===== src/rtl/dds_pkg.sv =====
package dds_pkg;

    typedef enum logic [2:0] {
        WAVE_SINE   = 3'd0,
        WAVE_TRI    = 3'd1,
        WAVE_SAW    = 3'd2,
        WAVE_SQUARE = 3'd3,
        WAVE_USER   = 3'd4
    } wave_e;

    // Parabolic half-cycle approximation of a sine, offset-binary.
    function automatic int sine_point(input int idx, input int aw, input int sw);
        int half;
        int x;
        int mid;
        int p;
        half = 1 << (aw - 1);
        x    = idx % half;
        mid  = 1 << (sw - 1);
        p    = (4 * x * (half - x) * (mid - 1)) / (half * half);
        return (idx < half) ? (mid + p) : (mid - p);
    endfunction

endpackage


===== src/rtl/dds_phase_acc.sv =====
module dds_phase_acc #(
    parameter int PHASE_W = 32,
    parameter int TOP_W   = 12
) (
    input  logic               clk,
    input  logic               rst,
    input  logic [PHASE_W-1:0] tune_word,
    output logic [TOP_W-1:0]   phase_top
);
    logic [PHASE_W-1:0] phase_q;

    always_ff @(posedge clk) begin
        if (rst) phase_q <= '0;
        else     phase_q <= phase_q + tune_word;
    end

    assign phase_top = phase_q[PHASE_W-1 -: TOP_W];

    AST_PHASE_STEP: assert property (@(posedge clk) disable iff (rst)
        !$past(rst) |-> phase_q == $past(phase_q) + $past(tune_word));
endmodule


===== src/rtl/dds_sine_rom.sv =====
module dds_sine_rom
    import dds_pkg::*;
#(
    parameter int ADDR_W   = 8,
    parameter int SAMPLE_W = 12
) (
    input  logic [ADDR_W-1:0]   addr,
    output logic [SAMPLE_W-1:0] dout
);
    localparam int DEPTH = 1 << ADDR_W;

    logic [SAMPLE_W-1:0] table_c [DEPTH];

    for (genvar i = 0; i < DEPTH; i++) begin : g_entry
        assign table_c[i] = SAMPLE_W'(sine_point(i, ADDR_W, SAMPLE_W));
    end

    assign dout = table_c[addr];
endmodule


===== src/rtl/dds_user_ram.sv =====
module dds_user_ram #(
    parameter int ADDR_W   = 8,
    parameter int SAMPLE_W = 12
) (
    input  logic                clk,
    input  logic                rst,
    input  logic                we,
    input  logic [ADDR_W-1:0]   waddr,
    input  logic [SAMPLE_W-1:0] wdata,
    input  logic [ADDR_W-1:0]   raddr,
    output logic [SAMPLE_W-1:0] rdata
);
    localparam int DEPTH = 1 << ADDR_W;

    logic [SAMPLE_W-1:0] mem [DEPTH];

    always_ff @(posedge clk) begin
        if (we) mem[waddr] <= wdata;
    end

    assign rdata = mem[raddr];

    AST_USER_STORE: assert property (@(posedge clk) disable iff (rst)
        we |=> mem[$past(waddr)] == $past(wdata));
endmodule


===== src/rtl/dds_shape_logic.sv =====
module dds_shape_logic #(
    parameter int SAMPLE_W = 12
) (
    input  logic [SAMPLE_W-1:0] phase_hi,
    output logic [SAMPLE_W-1:0] tri_o,
    output logic [SAMPLE_W-1:0] saw_o,
    output logic [SAMPLE_W-1:0] sq_o
);
    logic                msb;
    logic [SAMPLE_W-2:0] ramp;

    assign msb   = phase_hi[SAMPLE_W-1];
    assign ramp  = msb ? ~phase_hi[SAMPLE_W-2:0] : phase_hi[SAMPLE_W-2:0];
    assign tri_o = {ramp, 1'b0};
    assign saw_o = phase_hi;
    assign sq_o  = msb ? '0 : '1;
endmodule


===== src/rtl/dds_wavegen.sv =====
module dds_wavegen
    import dds_pkg::*;
#(
    parameter int PHASE_W  = 32,
    parameter int ADDR_W   = 8,
    parameter int SAMPLE_W = 12
) (
    input  logic                clk,
    input  logic                rst,
    input  logic [PHASE_W-1:0]  tune_word,
    input  logic [2:0]          wave_sel,
    input  logic                tbl_we,
    input  logic [ADDR_W-1:0]   tbl_waddr,
    input  logic [SAMPLE_W-1:0] tbl_wdata,
    output logic [SAMPLE_W-1:0] sample
);
    localparam int TOP_W = (ADDR_W > SAMPLE_W) ? ADDR_W : SAMPLE_W;
    localparam logic [SAMPLE_W-1:0] MID = SAMPLE_W'(1) << (SAMPLE_W - 1);

    logic [TOP_W-1:0]    phase_top;
    logic [ADDR_W-1:0]   rd_addr;
    logic [SAMPLE_W-1:0] sine_v, user_v, tri_v, saw_v, sq_v, pick;

    dds_phase_acc #(.PHASE_W(PHASE_W), .TOP_W(TOP_W)) u_acc (
        .clk(clk), .rst(rst), .tune_word(tune_word), .phase_top(phase_top)
    );

    assign rd_addr = phase_top[TOP_W-1 -: ADDR_W];

    dds_sine_rom #(.ADDR_W(ADDR_W), .SAMPLE_W(SAMPLE_W)) u_sine (
        .addr(rd_addr), .dout(sine_v)
    );

    dds_user_ram #(.ADDR_W(ADDR_W), .SAMPLE_W(SAMPLE_W)) u_user (
        .clk(clk), .rst(rst), .we(tbl_we), .waddr(tbl_waddr), .wdata(tbl_wdata),
        .raddr(rd_addr), .rdata(user_v)
    );

    dds_shape_logic #(.SAMPLE_W(SAMPLE_W)) u_shape (
        .phase_hi(phase_top[TOP_W-1 -: SAMPLE_W]),
        .tri_o(tri_v), .saw_o(saw_v), .sq_o(sq_v)
    );

    always_comb begin
        case (wave_e'(wave_sel))
            WAVE_SINE:   pick = sine_v;
            WAVE_TRI:    pick = tri_v;
            WAVE_SAW:    pick = saw_v;
            WAVE_SQUARE: pick = sq_v;
            WAVE_USER:   pick = user_v;
            default:     pick = MID;
        endcase
    end

    always_ff @(posedge clk) begin
        if (rst) sample <= '0;
        else     sample <= pick;
    end

    AST_SQUARE_RAIL: assert property (@(posedge clk) disable iff (rst)
        (!$past(rst) && $past(wave_sel) == 3'd3) |-> (sample == '0 || sample == '1));
    AST_TRI_EVEN: assert property (@(posedge clk) disable iff (rst)
        (!$past(rst) && $past(wave_sel) == 3'd1) |-> sample[0] == 1'b0);
    AST_RESERVED_MID: assert property (@(posedge clk) disable iff (rst)
        (!$past(rst) && $past(wave_sel) >= 3'd5) |-> sample == MID);
endmodule


===== config.mk =====
export PLATFORM = sky130hd
export DESIGN_NAME = dds_wavegen
export DESIGN_NICKNAME = d
export VERILOG_FILES = /design/src/rtl/dds_pkg.sv /design/src/rtl/dds_phase_acc.sv /design/src/rtl/dds_sine_rom.sv /design/src/rtl/dds_user_ram.sv /design/src/rtl/dds_shape_logic.sv /design/src/rtl/dds_wavegen.sv
export SDC_FILE = /design/constraint.sdc
export NUM_CORES = 2
export LEC_CHECK = 0
export BUFFER_PORTS_ARGS = -buffer_cell sky130_fd_sc_hd__buf_4
export CAP_MARGIN = 40
export CORE_MARGIN = 4
export CORE_UTILIZATION = 55
export DETAILED_ROUTE_END_ITERATION = 10
export HOLD_SLACK_MARGIN = 0.03
export PLACE_DENSITY = 0.81
export SLEW_MARGIN = 0
export SYNTH_ARGS = -nofsm -noshare
export SYNTH_HDL_FRONTEND = slang
export SYNTH_SLANG_ARGS = --single-unit

===== constraint.sdc =====
create_clock -name clk -period 4.9 [get_ports clk]
set_clock_uncertainty 0.1 [all_clocks]
set_input_delay 0.735 -clock clk [delete_from_list [all_inputs] [get_ports clk]]
set_output_delay 0.735 -clock clk [all_outputs]
set_load 0.01 [all_outputs]

==> flow_summary.yaml <==
critical_path:
  critical_path_class: "reg2reg"
  crit_chain: "buf_12, buf_12, buf_4, mux4_2, mux2i_1, o22ai_1, nor4_1, nor3_1, nand2_1, o2bb2ai_1"
  r2r_start: "u_acc.phase_q[24]"
  cp_slowest_stage_delay_ns: 0.79
  cp-start-kind: "flop"
  startpoint: "u_acc.phase_q[24]"
  cp.required_ns: 5.61
  cp-end-kind: "flop"
  crit_fanout: 59
  critPathMostFrequentCell: "buf_12"
  crit_slowest_cell: "nor4_1"
  cp_data_arrival_time_ns: 4.97
detailed_routing:
  via_count: 66700
  drt_first_iter_violations: 12400
  drtAntennaViolNets: 0
  wl_mm: 342
  wl_per_cell_um: 35.9
  firstDrtPassIters: 7
  via_per_inst: 7.01
  drc: 0
pwr:
  p_total_uw: 72100
  p_leak_uw: 0.0445
  ir_drop_v: 0.000486
  p_per_area_nw_per_um2: 519
global_route:
  gr-total-overflow: 0
  track_usage: 0.297
  grt_max_degree: 194
  grt_first_pass_wirelength_mm: 490
  antenna_found_initial: 16
  grt_pass1_vias: 66700
floorplanning:
  fp.coreArea_um2: 222000
  die_h_um: 480
  die_x_um: 480
  rows: 173
  ioPinCount: 70
  start_util: 0.552
  die_area_um2: 230000
layout:
  layout-drive-gt1-share: 0.265
  nNetsFinal: 6402
  layout_common_cells: "3072 x edfxtp_1, 781 x mux4_2, 436 x buf_4, 362 x nor2_1, 322 x clkbuf_16"
  area_growth_pct: 13.4
  final_common_cell: "edfxtp_1"
run_status:
  status: "completed"
sta:
  slew_violations: 0
  fin_crit_ns: 4.26
  period_share: 0.869
  fmax_mhz: 235
  relSlewSlack: 0.291
  finalHoldViolations: 0
  finalSetupViolCount: 0
  rsz0062_at_grt: "false"
  worst_pin_slew_ns: 1.06
  setup_tns_ns: 0
cts:
  cts.sinks: 3116
  h-tree-depth: 5
  tritoncts: "done"
  cts_resized: 0
  clk_latency_ns: 0.97
  post-cts-setup-buffer-count: 0
  holdBufCountCts: 1
  cts_root_buf: "clkbuf_16"
  cts.clk_slew.worst_paths_ns: 0.06
  clk_path_buf_depth: 4
  cts_inserted_buffers: 317
logic_synthesis:
  synth_edf_count: 3072
  syn-instance-count: 5839
  avgSynthCellArea_um2: 21.0
  synthFlopType: "edfxtp_1"
  synth_nets: 5937
  synth-async-reset-ratio: 0
  ys_ff_latch: 3116
  yosysSeqAreaShare: 0.760
  ys_types: 70
  syn_area_um2: 123000
  synth_warnings: 0
flow_run:
  maxCapViolCount: 0
placement:
  port_buffers: 69
  place_hpwl_mm: 193
  gp_congestion: 0.970
hold_path:
  holdCritPathClass: "in2reg"
  hold_start: "tbl_wdata[10]"
==> routing by layer <==
| metal | wire length, µm | vias to the layer above | share of wire | track usage |
|---|---|---|---|---|
| met1 | 112000 | 34000 | 0.33 | 0.392 |
| li1 | - | 25400 | - | - |
| met2 | 160000 | 6122 | 0.47 | 0.453 |
| met4 | 23300 | 12 | 0.068 | 0.162 |
| met3 | 45500 | 1192 | 0.13 | 0.0819 |
| met5 | 98 | - | 0.00029 | 0 |
==> layout make-up <==
class / count / area [µm²]
diodes: 14 / 35.0
clock buffers: 380 / 8310
clock inverters: 165 / 1560
fillers: 13800 / 82900
inverters: 11 / 48.8
multi-input cells: 2358 / 27700
flip-flops and latches: 3116 / 93100
well taps: 2975 / 3720
repair buffers: 500 / 4460
==> cell families (layout without fill, tap and decap cells) <==
logic type,after synthesis,in the layout,synth area share
and+or+nand+nor,693,693,0.0245
AOI/OAI and AO/OA,587,587,0.0326
other,0,14,0
xor gates and xnor gates,28,28,0.00200
muxes,1010,1010,0.162
adders and majority gates,40,40,0.00414
DFF,3116,3116,0.760
buffers and inverters,365,1056,0.0147
==> synthesized netlist by cell type, drive strengths merged (22+ instances only) <==
cell type	count	area, µm²
nor3	57	285
edfxtp	3072	92200
nand3	60	300
buf	189	1140
nand2	109	409
mux2i	224	2240
o22ai	114	713
a21oi	80	400
dfxtp	44	881
o21ai	96	480
a22o	34	298
clkbuf	165	619
nor2	370	1390
a21o	29	218
nor2b	22	138
mux4	781	17600
a221oi	34	304
ha	39	488
a22oi	90	681
==> worst max-delay path, delay by kind of cell (launching register included) <==
kind / cells / cell delay [ns]
simple gates: 3 / 1.19
buf+inv: 3 / 1.02
flops: 1 / 0.39
mux: 2 / 1.01
compound gates: 2 / 0.26
==> stage by stage <==
stage / hold slack, ns / cell area (µm²) / util / setup WS (ns) / std cells
2_1_floorplan: 0.424 / 123000 / - / 1.50 / 5839
3_3_place_gp: 0.439 / 129000 / 0.580 / 0.839 / 8940
3_5_place_dp: 0.443 / 129000 / 0.582 / 0.836 / 8956
4_1_cts: 0.0577 / 139000 / 0.626 / 0.827 / 9502
5_1_grt: 0.0513 / 139000 / 0.626 / 0.662 / 9509
6_report: 0.0596 / 139000 / 0.626 / 0.641 / 9519
==> flip-flops by register name, indices dropped and copies added, names as in the netlist <==
register / flops
sample: 12
u_acc.phase_q: 32
u_user.mem: 3072
==> final timing paths <==
kind | endpoint | slack [ns] | cells after the start
setup / recovery | sample[4] | 0.64 | 10
setup reg to reg | sample[4] | 0.64 | 10
hold reg to reg | u_acc.phase_q[0] | 0.46 | 2
hold / removal | u_user.mem[166][10] | 0.06 | 1
==> where the power goes <==
part | switching, µW | internal (µW)
combinational | 11500 | 7360
clock | 9980 | 13500
sequential | 310 | 29500
total | 21800 | 50300
(Power assumes the default switching activity.)
